--- config.mk ---
export PLATFORM = sky130hd
export DESIGN_NAME = ddc_xfer_fifo
export DESIGN_NICKNAME = d
export VERILOG_FILES = /design/src/rtl/ddc_fifo_pkg.sv /design/src/rtl/ddc_fifo_ctrl.sv /design/src/rtl/ddc_fifo_arb.sv /design/src/rtl/ddc_fifo_store.sv /design/src/rtl/ddc_fifo_status.sv /design/src/rtl/ddc_xfer_fifo.sv
export SDC_FILE = /design/constraint.sdc
export NUM_CORES = 1
export LEC_CHECK = 0
export BUFFER_PORTS_ARGS = -buffer_cell sky130_fd_sc_hd__buf_2
export CORE_MARGIN = 1
export CORE_UTILIZATION = 25
export CTS_BUF_LIST = sky130_fd_sc_hd__clkbuf_16
export DETAILED_ROUTE_END_ITERATION = 6
export PLACE_DENSITY_LB_ADDON = 0.12
export SLEW_MARGIN = 20
export SYNTH_ARGS = -nofsm -noshare
export SYNTH_HDL_FRONTEND = slang
export SYNTH_SLANG_ARGS = --single-unit
--- constraint.sdc ---
create_clock -name clk -period 3.8 [get_ports clk]
set_input_delay 0.38 -clock clk [delete_from_list [all_inputs] [get_ports clk]]
set_output_delay 0.38 -clock clk [all_outputs]
set_load 0.01 [all_outputs]
--- src/rtl/ddc_fifo_pkg.sv ---
package ddc_fifo_pkg;

  localparam int CTRL_W      = 32;
  localparam int CTRL_FLUSH  = 31;
  localparam int STS_W       = 8;
  localparam int EVT_W       = 4;

  // status bit positions (decoded by software)
  localparam int STS_DONE    = 0;
  localparam int STS_BUS     = 1;
  localparam int STS_ACK     = 2;
  localparam int STS_ARB     = 3;
  localparam int STS_REQ     = 4;
  localparam int STS_OVF     = 5;
  localparam int STS_UNF     = 6;
  localparam int STS_ILL     = 7;

  typedef struct packed {
    logic ill;
    logic unf;
    logic ovf;
  } fifo_err_t;

endpackage

--- src/rtl/ddc_fifo_ctrl.sv ---
module ddc_fifo_ctrl
  import ddc_fifo_pkg::*;
#(
  parameter int THR_W = 4
) (
  input  logic              clk,
  input  logic              rst_n,
  input  logic              ctrl_we,
  input  logic [CTRL_W-1:0] ctrl_wdata,
  output logic [THR_W-1:0]  rx_thr,
  output logic [THR_W-1:0]  tx_thr,
  output logic              flush_q,
  output logic [CTRL_W-1:0] ctrl_rdata
);

  logic [THR_W-1:0] rx_d, tx_d;
  logic             flush_d;
  logic             thr_en;
  logic             unused_bits;

  assign unused_bits = ^ctrl_wdata[CTRL_FLUSH-1:2*THR_W];

  always_comb begin
    thr_en  = ctrl_we;
    rx_d    = ctrl_wdata[2*THR_W-1:THR_W];
    tx_d    = ctrl_wdata[THR_W-1:0];
    // flush lasts one cycle unless rewritten
    flush_d = ctrl_we & ctrl_wdata[CTRL_FLUSH];
  end

  always_ff @(posedge clk or negedge rst_n) begin
    if (!rst_n) begin
      rx_thr <= '0;
      tx_thr <= '0;
    end else if (thr_en) begin
      rx_thr <= rx_d;
      tx_thr <= tx_d;
    end
  end

  always_ff @(posedge clk or negedge rst_n) begin
    if (!rst_n) flush_q <= 1'b0;
    else        flush_q <= flush_d;
  end

  always_comb begin
    ctrl_rdata                       = '0;
    ctrl_rdata[CTRL_FLUSH]           = flush_q;
    ctrl_rdata[2*THR_W-1:THR_W]      = rx_thr;
    ctrl_rdata[THR_W-1:0]            = tx_thr;
  end

endmodule

--- src/rtl/ddc_fifo_arb.sv ---
module ddc_fifo_arb
  import ddc_fifo_pkg::*;
#(
  parameter int WIDTH = 8
) (
  input  logic             dir_wr,
  input  logic             flushing,
  input  logic             full,
  input  logic             empty,
  input  logic             sw_push,
  input  logic             sw_pop,
  input  logic [WIDTH-1:0] sw_wdata,
  input  logic             eng_push,
  input  logic             eng_pop,
  input  logic [WIDTH-1:0] eng_wdata,
  output logic             do_push,
  output logic             do_pop,
  output logic [WIDTH-1:0] push_data,
  output fifo_err_t        err
);

  always_comb begin
    do_push   = 1'b0;
    do_pop    = 1'b0;
    push_data = sw_wdata;
    err       = '0;
    if (!flushing) begin
      if (dir_wr) begin
        // software fills, engine drains
        if (sw_push) begin
          if (full) err.ovf = 1'b1;
          else      do_push = 1'b1;
        end
        if (sw_pop)             err.ill = 1'b1;
        if (eng_pop && !empty)  do_pop  = 1'b1;
      end else begin
        // engine fills, software drains
        push_data = eng_wdata;
        if (sw_push)            err.ill = 1'b1;
        if (sw_pop) begin
          if (empty) err.unf = 1'b1;
          else       do_pop  = 1'b1;
        end
        if (eng_push && !full)  do_push = 1'b1;
      end
    end
  end

endmodule

--- src/rtl/ddc_fifo_store.sv ---
module ddc_fifo_store #(
  parameter int DEPTH = 16,
  parameter int WIDTH = 8
) (
  input  logic                       clk,
  input  logic                       rst_n,
  input  logic                       flush,
  input  logic                       push,
  input  logic [WIDTH-1:0]           push_data,
  input  logic                       pop,
  output logic [WIDTH-1:0]           head,
  output logic [$clog2(DEPTH+1)-1:0] level,
  output logic                       full,
  output logic                       empty
);

  localparam int PTR_W = (DEPTH > 1) ? $clog2(DEPTH) : 1;
  localparam int CNT_W = $clog2(DEPTH + 1);
  localparam bit POW2  = ((DEPTH & (DEPTH - 1)) == 0);

  logic [WIDTH-1:0] mem_q [DEPTH];
  logic [PTR_W-1:0] wr_ptr_q, wr_ptr_d, rd_ptr_q, rd_ptr_d;
  logic [PTR_W-1:0] wr_inc, rd_inc;
  logic [CNT_W-1:0] cnt_q, cnt_d;
  logic             ptr_en;

  generate
    if (POW2) begin : g_pow2
      assign wr_inc = wr_ptr_q + 1'b1;
      assign rd_inc = rd_ptr_q + 1'b1;
    end else begin : g_wrap
      assign wr_inc = (wr_ptr_q == PTR_W'(DEPTH - 1)) ? '0 : wr_ptr_q + 1'b1;
      assign rd_inc = (rd_ptr_q == PTR_W'(DEPTH - 1)) ? '0 : rd_ptr_q + 1'b1;
    end
  endgenerate

  always_comb begin
    wr_ptr_d = wr_ptr_q;
    rd_ptr_d = rd_ptr_q;
    cnt_d    = cnt_q;
    if (flush) begin
      wr_ptr_d = '0;
      rd_ptr_d = '0;
      cnt_d    = '0;
    end else begin
      if (push) wr_ptr_d = wr_inc;
      if (pop)  rd_ptr_d = rd_inc;
      case ({push, pop})
        2'b10:   cnt_d = cnt_q + CNT_W'(1);
        2'b01:   cnt_d = cnt_q - CNT_W'(1);
        default: cnt_d = cnt_q;
      endcase
    end
    ptr_en = flush | push | pop;
  end

  always_ff @(posedge clk or negedge rst_n) begin
    if (!rst_n) begin
      wr_ptr_q <= '0;
      rd_ptr_q <= '0;
      cnt_q    <= '0;
    end else if (ptr_en) begin
      wr_ptr_q <= wr_ptr_d;
      rd_ptr_q <= rd_ptr_d;
      cnt_q    <= cnt_d;
    end
  end

  always_ff @(posedge clk) begin
    if (push && !flush) mem_q[wr_ptr_q] <= push_data;
  end

  assign head  = mem_q[rd_ptr_q];
  assign level = cnt_q;
  assign full  = (cnt_q == CNT_W'(DEPTH));
  assign empty = (cnt_q == '0);

endmodule

--- src/rtl/ddc_fifo_status.sv ---
module ddc_fifo_status
  import ddc_fifo_pkg::*;
#(
  parameter int CNT_W = 5,
  parameter int THR_W = 4
) (
  input  logic             clk,
  input  logic             rst_n,
  input  logic [CNT_W-1:0] level,
  input  logic             dir_wr,
  input  logic [THR_W-1:0] rx_thr,
  input  logic [THR_W-1:0] tx_thr,
  input  fifo_err_t        err,
  input  logic [EVT_W-1:0] eng_evt,
  input  logic             clr_we,
  input  logic [STS_W-1:0] clr_mask,
  output logic [STS_W-1:0] sts_q
);

  logic             req_cond;
  logic [STS_W-1:0] set_vec, clr_vec, sts_d;
  logic             sts_en;

  always_comb begin
    if (dir_wr) req_cond = (32'(level) < 32'(tx_thr));
    else        req_cond = (32'(level) > 32'(rx_thr));

    set_vec                  = '0;
    set_vec[STS_ARB:STS_DONE] = eng_evt;
    set_vec[STS_REQ]         = req_cond;
    set_vec[STS_OVF]         = err.ovf;
    set_vec[STS_UNF]         = err.unf;
    set_vec[STS_ILL]         = err.ill;

    clr_vec = clr_we ? clr_mask : '0;
    // a set in the same cycle wins over the clear
    sts_d   = (sts_q & ~clr_vec) | set_vec;
    sts_en  = clr_we | (|set_vec);
  end

  always_ff @(posedge clk or negedge rst_n) begin
    if (!rst_n)      sts_q <= '0;
    else if (sts_en) sts_q <= sts_d;
  end

endmodule

--- src/rtl/ddc_xfer_fifo.sv ---
module ddc_xfer_fifo
  import ddc_fifo_pkg::*;
#(
  parameter int DEPTH = 16,
  parameter int WIDTH = 8,
  parameter int THR_W = 4
) (
  input  logic                       clk,
  input  logic                       rst_n,
  input  logic                       dir_wr,
  input  logic                       ctrl_we,
  input  logic [31:0]                ctrl_wdata,
  output logic [31:0]                ctrl_rdata,
  input  logic                       sts_clr_we,
  input  logic [7:0]                 sts_clr_mask,
  output logic [7:0]                 sts_q,
  input  logic                       sw_push,
  input  logic [WIDTH-1:0]           sw_wdata,
  input  logic                       sw_pop,
  output logic [WIDTH-1:0]           head_data,
  input  logic                       eng_push,
  input  logic [WIDTH-1:0]           eng_wdata,
  input  logic                       eng_pop,
  input  logic [3:0]                 eng_evt,
  output logic [$clog2(DEPTH+1)-1:0] fifo_level,
  output logic                       fifo_full,
  output logic                       fifo_empty
);

  localparam int CNT_W = $clog2(DEPTH + 1);

  logic [THR_W-1:0] rx_thr, tx_thr;
  logic             flush_q;
  logic             do_push, do_pop;
  logic [WIDTH-1:0] push_data, head;
  fifo_err_t        err;

  ddc_fifo_ctrl #(.THR_W(THR_W)) u_ctrl (
    .clk        (clk),
    .rst_n      (rst_n),
    .ctrl_we    (ctrl_we),
    .ctrl_wdata (ctrl_wdata),
    .rx_thr     (rx_thr),
    .tx_thr     (tx_thr),
    .flush_q    (flush_q),
    .ctrl_rdata (ctrl_rdata)
  );

  ddc_fifo_arb #(.WIDTH(WIDTH)) u_arb (
    .dir_wr    (dir_wr),
    .flushing  (flush_q),
    .full      (fifo_full),
    .empty     (fifo_empty),
    .sw_push   (sw_push),
    .sw_pop    (sw_pop),
    .sw_wdata  (sw_wdata),
    .eng_push  (eng_push),
    .eng_pop   (eng_pop),
    .eng_wdata (eng_wdata),
    .do_push   (do_push),
    .do_pop    (do_pop),
    .push_data (push_data),
    .err       (err)
  );

  ddc_fifo_store #(.DEPTH(DEPTH), .WIDTH(WIDTH)) u_store (
    .clk       (clk),
    .rst_n     (rst_n),
    .flush     (flush_q),
    .push      (do_push),
    .push_data (push_data),
    .pop       (do_pop),
    .head      (head),
    .level     (fifo_level),
    .full      (fifo_full),
    .empty     (fifo_empty)
  );

  ddc_fifo_status #(.CNT_W(CNT_W), .THR_W(THR_W)) u_status (
    .clk      (clk),
    .rst_n    (rst_n),
    .level    (fifo_level),
    .dir_wr   (dir_wr),
    .rx_thr   (rx_thr),
    .tx_thr   (tx_thr),
    .err      (err),
    .eng_evt  (eng_evt),
    .clr_we   (sts_clr_we),
    .clr_mask (sts_clr_mask),
    .sts_q    (sts_q)
  );

  assign head_data = fifo_empty ? '0 : head;

endmodule

* Word-level counts from Yosys, hierarchy flattened
Memory sizes are Yosys's and may differ from the RTL's. Cells that the tools add are included.
Operators by class: add/subtract/negate cells 4, magnitude comparators 2, equal/unequal tests 3, multiplexer cells 33, bitwise logic cells 7, reduce and logical (&&, ||, !) cells 14
Operators by type and width (count):
- $mux W8 | 4
- $mux W1 | 22
- $mux W4 | 4
- $pmux W5 S2 | 1
- $add A4 B1 Y4 const B | 2
- $and A8 B8 Y8 | 1
- $not A8 Y8 | 1
- $or A8 B8 Y8 | 1
- $reduce_or A8 Y1 | 1
- $reduce_and A2 Y1 | 3
- $add A5 B1 Y5 const B | 1
- $eq A5 B5 Y1 const B | 1
- $gt A5 B4 Y1 | 1
- $logic_not A5 Y1 | 1
- $lt A5 B4 Y1 | 1
- $mux W5 | 1
- $sub A5 B1 Y5 const B | 1
- $reduce_bool A2 Y1 | 2
- $logic_and A1 B1 Y1 | 3
- $logic_not A1 Y1 | 3
- $mux W3 | 1
- $or A1 B1 Y1 | 3
- $reduce_bool A3 Y1 | 1
- $eq A2 B1 Y1 const B | 1
- other kinds (2) | 2
Word-level totals: bits in registers 30, memory bits (writable) 128, input port bits 69, output and inout bits 55, logic and storage cells 71, memories kept 1
Memories:
- u_store.mem_q | depth 16, bits a word 8, read ports 1, clocked after memory_dff 0, wr ports 1, RTL line ddc_fifo_store.sv:21 | logic [WIDTH-1:0] mem_q [DEPTH];

* Longest topological paths before layout
depth in word-level cells 9, gate-level depth with buffers 12, mapped depth without buffers 11

* Hierarchy
From an unflattened synthesis, not the netlist that was laid out.
Second synthesis, totals: cell total of the unflattened synthesis 408, area, all modules 7198.2 µm²
By module, submodules not included:
- ddc_fifo_store | instances 1, cells an instance 279, area each 5829.3 µm², sequential area each 4169.0 µm²
- ddc_fifo_ctrl | instances 1, cells an instance 52, area each 608.1 µm², sequential area each 225.2 µm²
- ddc_fifo_status | instances 1, cells an instance 51, area each 500.5 µm², sequential area each 200.2 µm²
- ddc_fifo_arb | instances 1, cells an instance 18, area each 210.2 µm², sequential area each 0.0 µm²
- ddc_xfer_fifo | instances 1, cells an instance 8, area each 50.0 µm², sequential area each 0.0 µm²

* Worst setup path before layout
No wires, ideal clock.
kind register to register, start reg u_store.cnt_q[1], in the netlist u_store.level[1], end reg u_store.cnt_q[4], in the netlist u_store.level[4], library setup time 0.082 ns, data arrival time 2.789 ns, required time 3.718 ns, path slack 0.929 ns, stages on the path, launching flop included 11, path buffers 0, clock period less this slack 2.871 ns, cells stage by stage dfrtp_1 -> nor4_4 -> a21oi_1 -> or3_1 -> inv_1 -> ha_1 -> nand2b_1 -> a21oi_1 -> or4_1 -> a21o_1 -> a31oi_1
On the way: word-level cells in the longest chain between the ends 9, elaborated cells between the ends (all ways) 26, those cells by class 2 x add/sub; 3 x eq/ne; 12 x mux; 2 x bitwise; 7 x reduce/logical
RTL lines:
- from (decl) | RTL line ddc_fifo_store.sv:24 | logic [CNT_W-1:0] cnt_q, cnt_d;
- from (signal assigned) | RTL line ddc_fifo_store.sv:65 | cnt_q <= cnt_d;
- $eq A5 B5 Y1 / $logic_not A5 Y1 (equally long branches) | RTL line ddc_fifo_store.sv:75, ddc_fifo_store.sv:76
- $logic_not A1 Y1, on equally long branches | RTL line ddc_fifo_arb.sv:44, ddc_fifo_arb.sv:35
- $logic_and A1 B1 Y1, on equally long branches | RTL line ddc_fifo_arb.sv:44, ddc_fifo_arb.sv:35
- $mux W1, on equally long branches | RTL line ddc_fifo_arb.sv:44, ddc_fifo_arb.sv:35
- $mux W1 | RTL line ddc_fifo_arb.sv:28 | if (dir_wr) begin
- $mux W1 | RTL line ddc_fifo_arb.sv:27 | if (!flushing) begin
- $eq A2 B1 Y1, or another cell as far along | RTL line ddc_fifo_store.sv:48 | case ({push, pop})
- $pmux W5 S2, or another cell as far along | RTL line ddc_fifo_store.sv:48
- $mux W5 / $reduce_and A2 Y1 (equally long branches)
Parallel ways exist; a longest one is shown, timed or not. A chain may end at the register's enable or synchronous reset.

* Final worst setup path
Same ends and word-level chain as after synthesis.

==> impl_metrics.py <==
metrics = {
    "synth": {
        "avgSynthCellArea_sq_um": 16.3,
        "ys_warn_count": 0,
        "netlist_area_sq_um": 6940,
        "synth.top_cells.by_area": "edfxtp_1 55%, dfrtp_1 11%, mux4_2 10%",
        "ys_ff_latch": 158,
        "synthCells": 427,
        "ys_seq_area_frac": 0.662,
        "synth_edf_count": 128,
        "postSynth.asyncResetShare": 0.190,
        "synth_top_area_cell": "edfxtp_1",
        "yosysUniqueCellTypes": 48,
        "synth_flop_cell": "edfxtp_1",
        "synth_top_area_share": 0.554,
    },
    "cts": {
        "cts.sinks": 158,
        "cts_root_buf": "clkbuf_16",
        "cts_resized": 0,
        "clockBufferDepth": 2,
        "postCtsSetupRepairBufs": 0,
        "cts_hold_buf": 0,
        "htreeDepth": 4,
        "path_clk_slew_ns": 0.07,
        "insertion_delay_ns": 0.42,
        "cts_buffers": 17,
        "cts_tree": "built",
    },
    "place": {
        "gp_congestion": 0.705,
        "dp.cells": 871,
        "io_buffers": 77,
        "hpwl_um": 10500,
    },
    "grt": {
        "grt_first_pass_wirelength_um": 24600,
        "antenna_found_initial": 0,
        "grt_max_degree": 35,
        "track_usage": 0.120,
        "gr-total-overflow": 0,
        "grt_pass1_vias": 4141,
    },
    "setup_path": {
        "critPathKind": "reg -> reg",
        "cp.required_ns": 4.15,
        "cp-start-kind": "register",
        "worst-path-max-fanout": 9,
        "rrSetupSlack_ns": 0.62,
        "rr_endpoint": "u_store.level[4]$_DFFE_PN0P_",
        "end_kind": "register",
        "worstReg2RegStart": "u_store.level[1]$_DFFE_PN0P_",
        "rr_worst_depth": 11,
        "cp.arrival_ns": 3.53,
    },
    "floorplan": {
        "initial_utilization": 0.256,
        "io_pins": 124,
        "core_sq_um": 27100,
        "die_x_um": 169,
        "rows": 60,
        "die_h_um": 169,
        "die-area_sq_um": 28400,
    },
    "routing": {
        "drtIter0Drc": 148,
        "wire_per_inst_um": 17.8,
        "drc_errors": 0,
        "via_per_inst": 4.23,
        "wl_um": 16000,
        "drt-pass1-iter-count": 4,
        "detail-route-antenna-nets": 0,
        "vias": 3811,
    },
    "sta": {
        "hold_viol_final": 0,
        "finalSetupViolCount": 0,
        "finalSetupTns_ns": 0,
        "rsz0062_at_grt": "no",
        "maxSlewViolCount": 0,
        "relSlewSlack": 0.523,
        "fmax_mhz": 314,
        "worst_pin_slew_ns": 0.716,
        "period_share": 0.838,
        "fin_worst_skew_ns": 0.00911,
        "period_needed_ns": 3.18,
    },
    "power_and_ir_drop": {
        "internal_power_mw": 3.72,
        "power_frac_seq": 0.401,
        "p_leak_nw": 3.03,
        "ir_drop_uv": 271,
        "pwr-share-comb": 0.281,
        "switching_share": 0.314,
        "power_density_nw_per_um2": 651,
        "clock_power_share": 0.319,
        "power.net_switching_mw": 1.70,
    },
    "run_status": {
        "status": "finished clean",
    },
    "worst_hold_path": {
        "min_path_type": "in -> async",
    },
    "final_layout": {
        "synthToLayoutAreaGrowth_pct": 20.0,
        "nNetsFinal": 603,
        "final_common_cell": "edfxtp_1",
        "mostFrequentLayoutCells": "128 x edfxtp_1, 77 x buf_2, 32 x mux4_2, 29 x dfrtp_1, 26 x nor2_1",
        "drive_above_1_share": 0.326,
        "finalNonFillerCells": 902,
        "antenna_cells": 0,
    },
    "run": {
        "cap_violations": 0,
    },
}
## cells in the mapped netlist, types with 2 or more instances
cell type  number
mux2i_1        22
nand2b_1        2
ha_1           15
buf_4          24
nand2_1        23
edfxtp_1      128
o22ai_1         9
mux2_2         11
nor2_1         26
o21ai_0         9
clkbuf_1       10
a21boi_0        2
buf_2           5
xor2_1          4
xnor2_1         5
nand3_1         3
a21oi_1         7
nand4_1         2
inv_1          18
a21o_1          5
dfrtp_1        30
nor3_1          2
and2_1          9
mux4_2         32
## area by class of cell
type / count / area, sq um
multi-input cells: 232 / 2100
clock inverters: 14 / 169
clock buffers: 17 / 425
well taps: 372 / 465
flip-flops and latches: 158 / 4600
inverters: 18 / 67.6
fillers: 2704 / 18800
repair buffers: 91 / 503
## worst max-delay path by stage
stage	from	endpoint	slack (ns)	depth (start not counted)
after floorplan	u_store.level[1]$_DFFE_PN0P_	u_store.level[4]$_DFFE_PN0P_	0.93	10
after global placement	u_store.level[1]$_DFFE_PN0P_	u_store.level[4]$_DFFE_PN0P_	0.72	11
after detailed placement	u_store.level[1]$_DFFE_PN0P_	u_store.level[4]$_DFFE_PN0P_	0.62	11
after CTS	u_store.level[1]$_DFFE_PN0P_	u_store.level[4]$_DFFE_PN0P_	0.60	11
after global routing	u_store.level[1]$_DFFE_PN0P_	u_store.level[4]$_DFFE_PN0P_	0.41	11
final	u_store.level[1]$_DFFE_PN0P_	u_store.level[4]$_DFFE_PN0P_	0.62	11
## kinds of logic after synthesis
logic type / share of synthesized area
other: 0.000540
AO/OA/AOI/OAI: 0.0386
AND/OR/NAND/NOR: 0.0553
XOR/XNOR: 0.0114
buffers and inverters: 0.0472
adder cells (fa/ha/maj): 0.0299
flip-flops: 0.662
multiplexers: 0.155
## power groups by stage
stage | combinational (mW) | clock, mW | sequential, mW
floorplan | 1.07 | 0 | 2.18
global placement | 1.57 | 0 | 2.21
detailed placement | 1.57 | 0 | 2.21
CTS | 1.58 | 1.78 | 2.18
global route | 1.70 | 1.85 | 2.20
finish | 1.52 | 1.73 | 2.17
## flip-flops by register name (all words and copies together), names as in the netlist
| signal | flops |
|---|---|
| u_ctrl.rx_thr | 4 |
| u_ctrl.tx_thr | 4 |
| u_store.level | 5 |
| u_store.rd_ptr_q | 4 |
| u_status.sts_q | 8 |
| u_ctrl.flush_q | 1 |
| u_store.mem_q | 128 |
| u_store.wr_ptr_q | 4 |
## per-layer routing
layer / up-vias / wire length [um] / global-route usage
met4: 0 / 136 / 0.0344
li1: 1759 / - / -
met2: 109 / 7990 / 0.203
met5: - / 0 / 0
met1: 1933 / 7180 / 0.151
met3: 10 / 710 / 0.0311
## worst max-delay path, cell delays in order, from the launching register on
cell and delay (ns):
dfrtp_1 0.50, nor4_4 0.56, a21oi_1 0.13, buf_4 0.18, or3_1 0.36, inv_1 0.12, ha_1 0.27, nand2b_1 0.09
a21oi_1 0.11, or4_1 0.44, a21o_1 0.20, a31oi_1 0.15
## through the flow
step / util / area (sq um) / setup WS [ns] / total power, mW / hold WS [ns]
after floorplan: - / 7030 / 0.929 / 3.25 / 0.0844
after global placement: 0.285 / 7740 / 0.718 / 3.77 / 0.467
after detailed placement: 0.285 / 7740 / 0.618 / 3.78 / 0.466
after CTS: 0.307 / 8330 / 0.601 / 5.53 / 0.0287
after global routing: 0.307 / 8330 / 0.409 / 5.75 / 0.0619
final: 0.307 / 8330 / 0.615 / 5.43 / 0.0101
No activity file was read; power rests on OpenSTA's default activity.
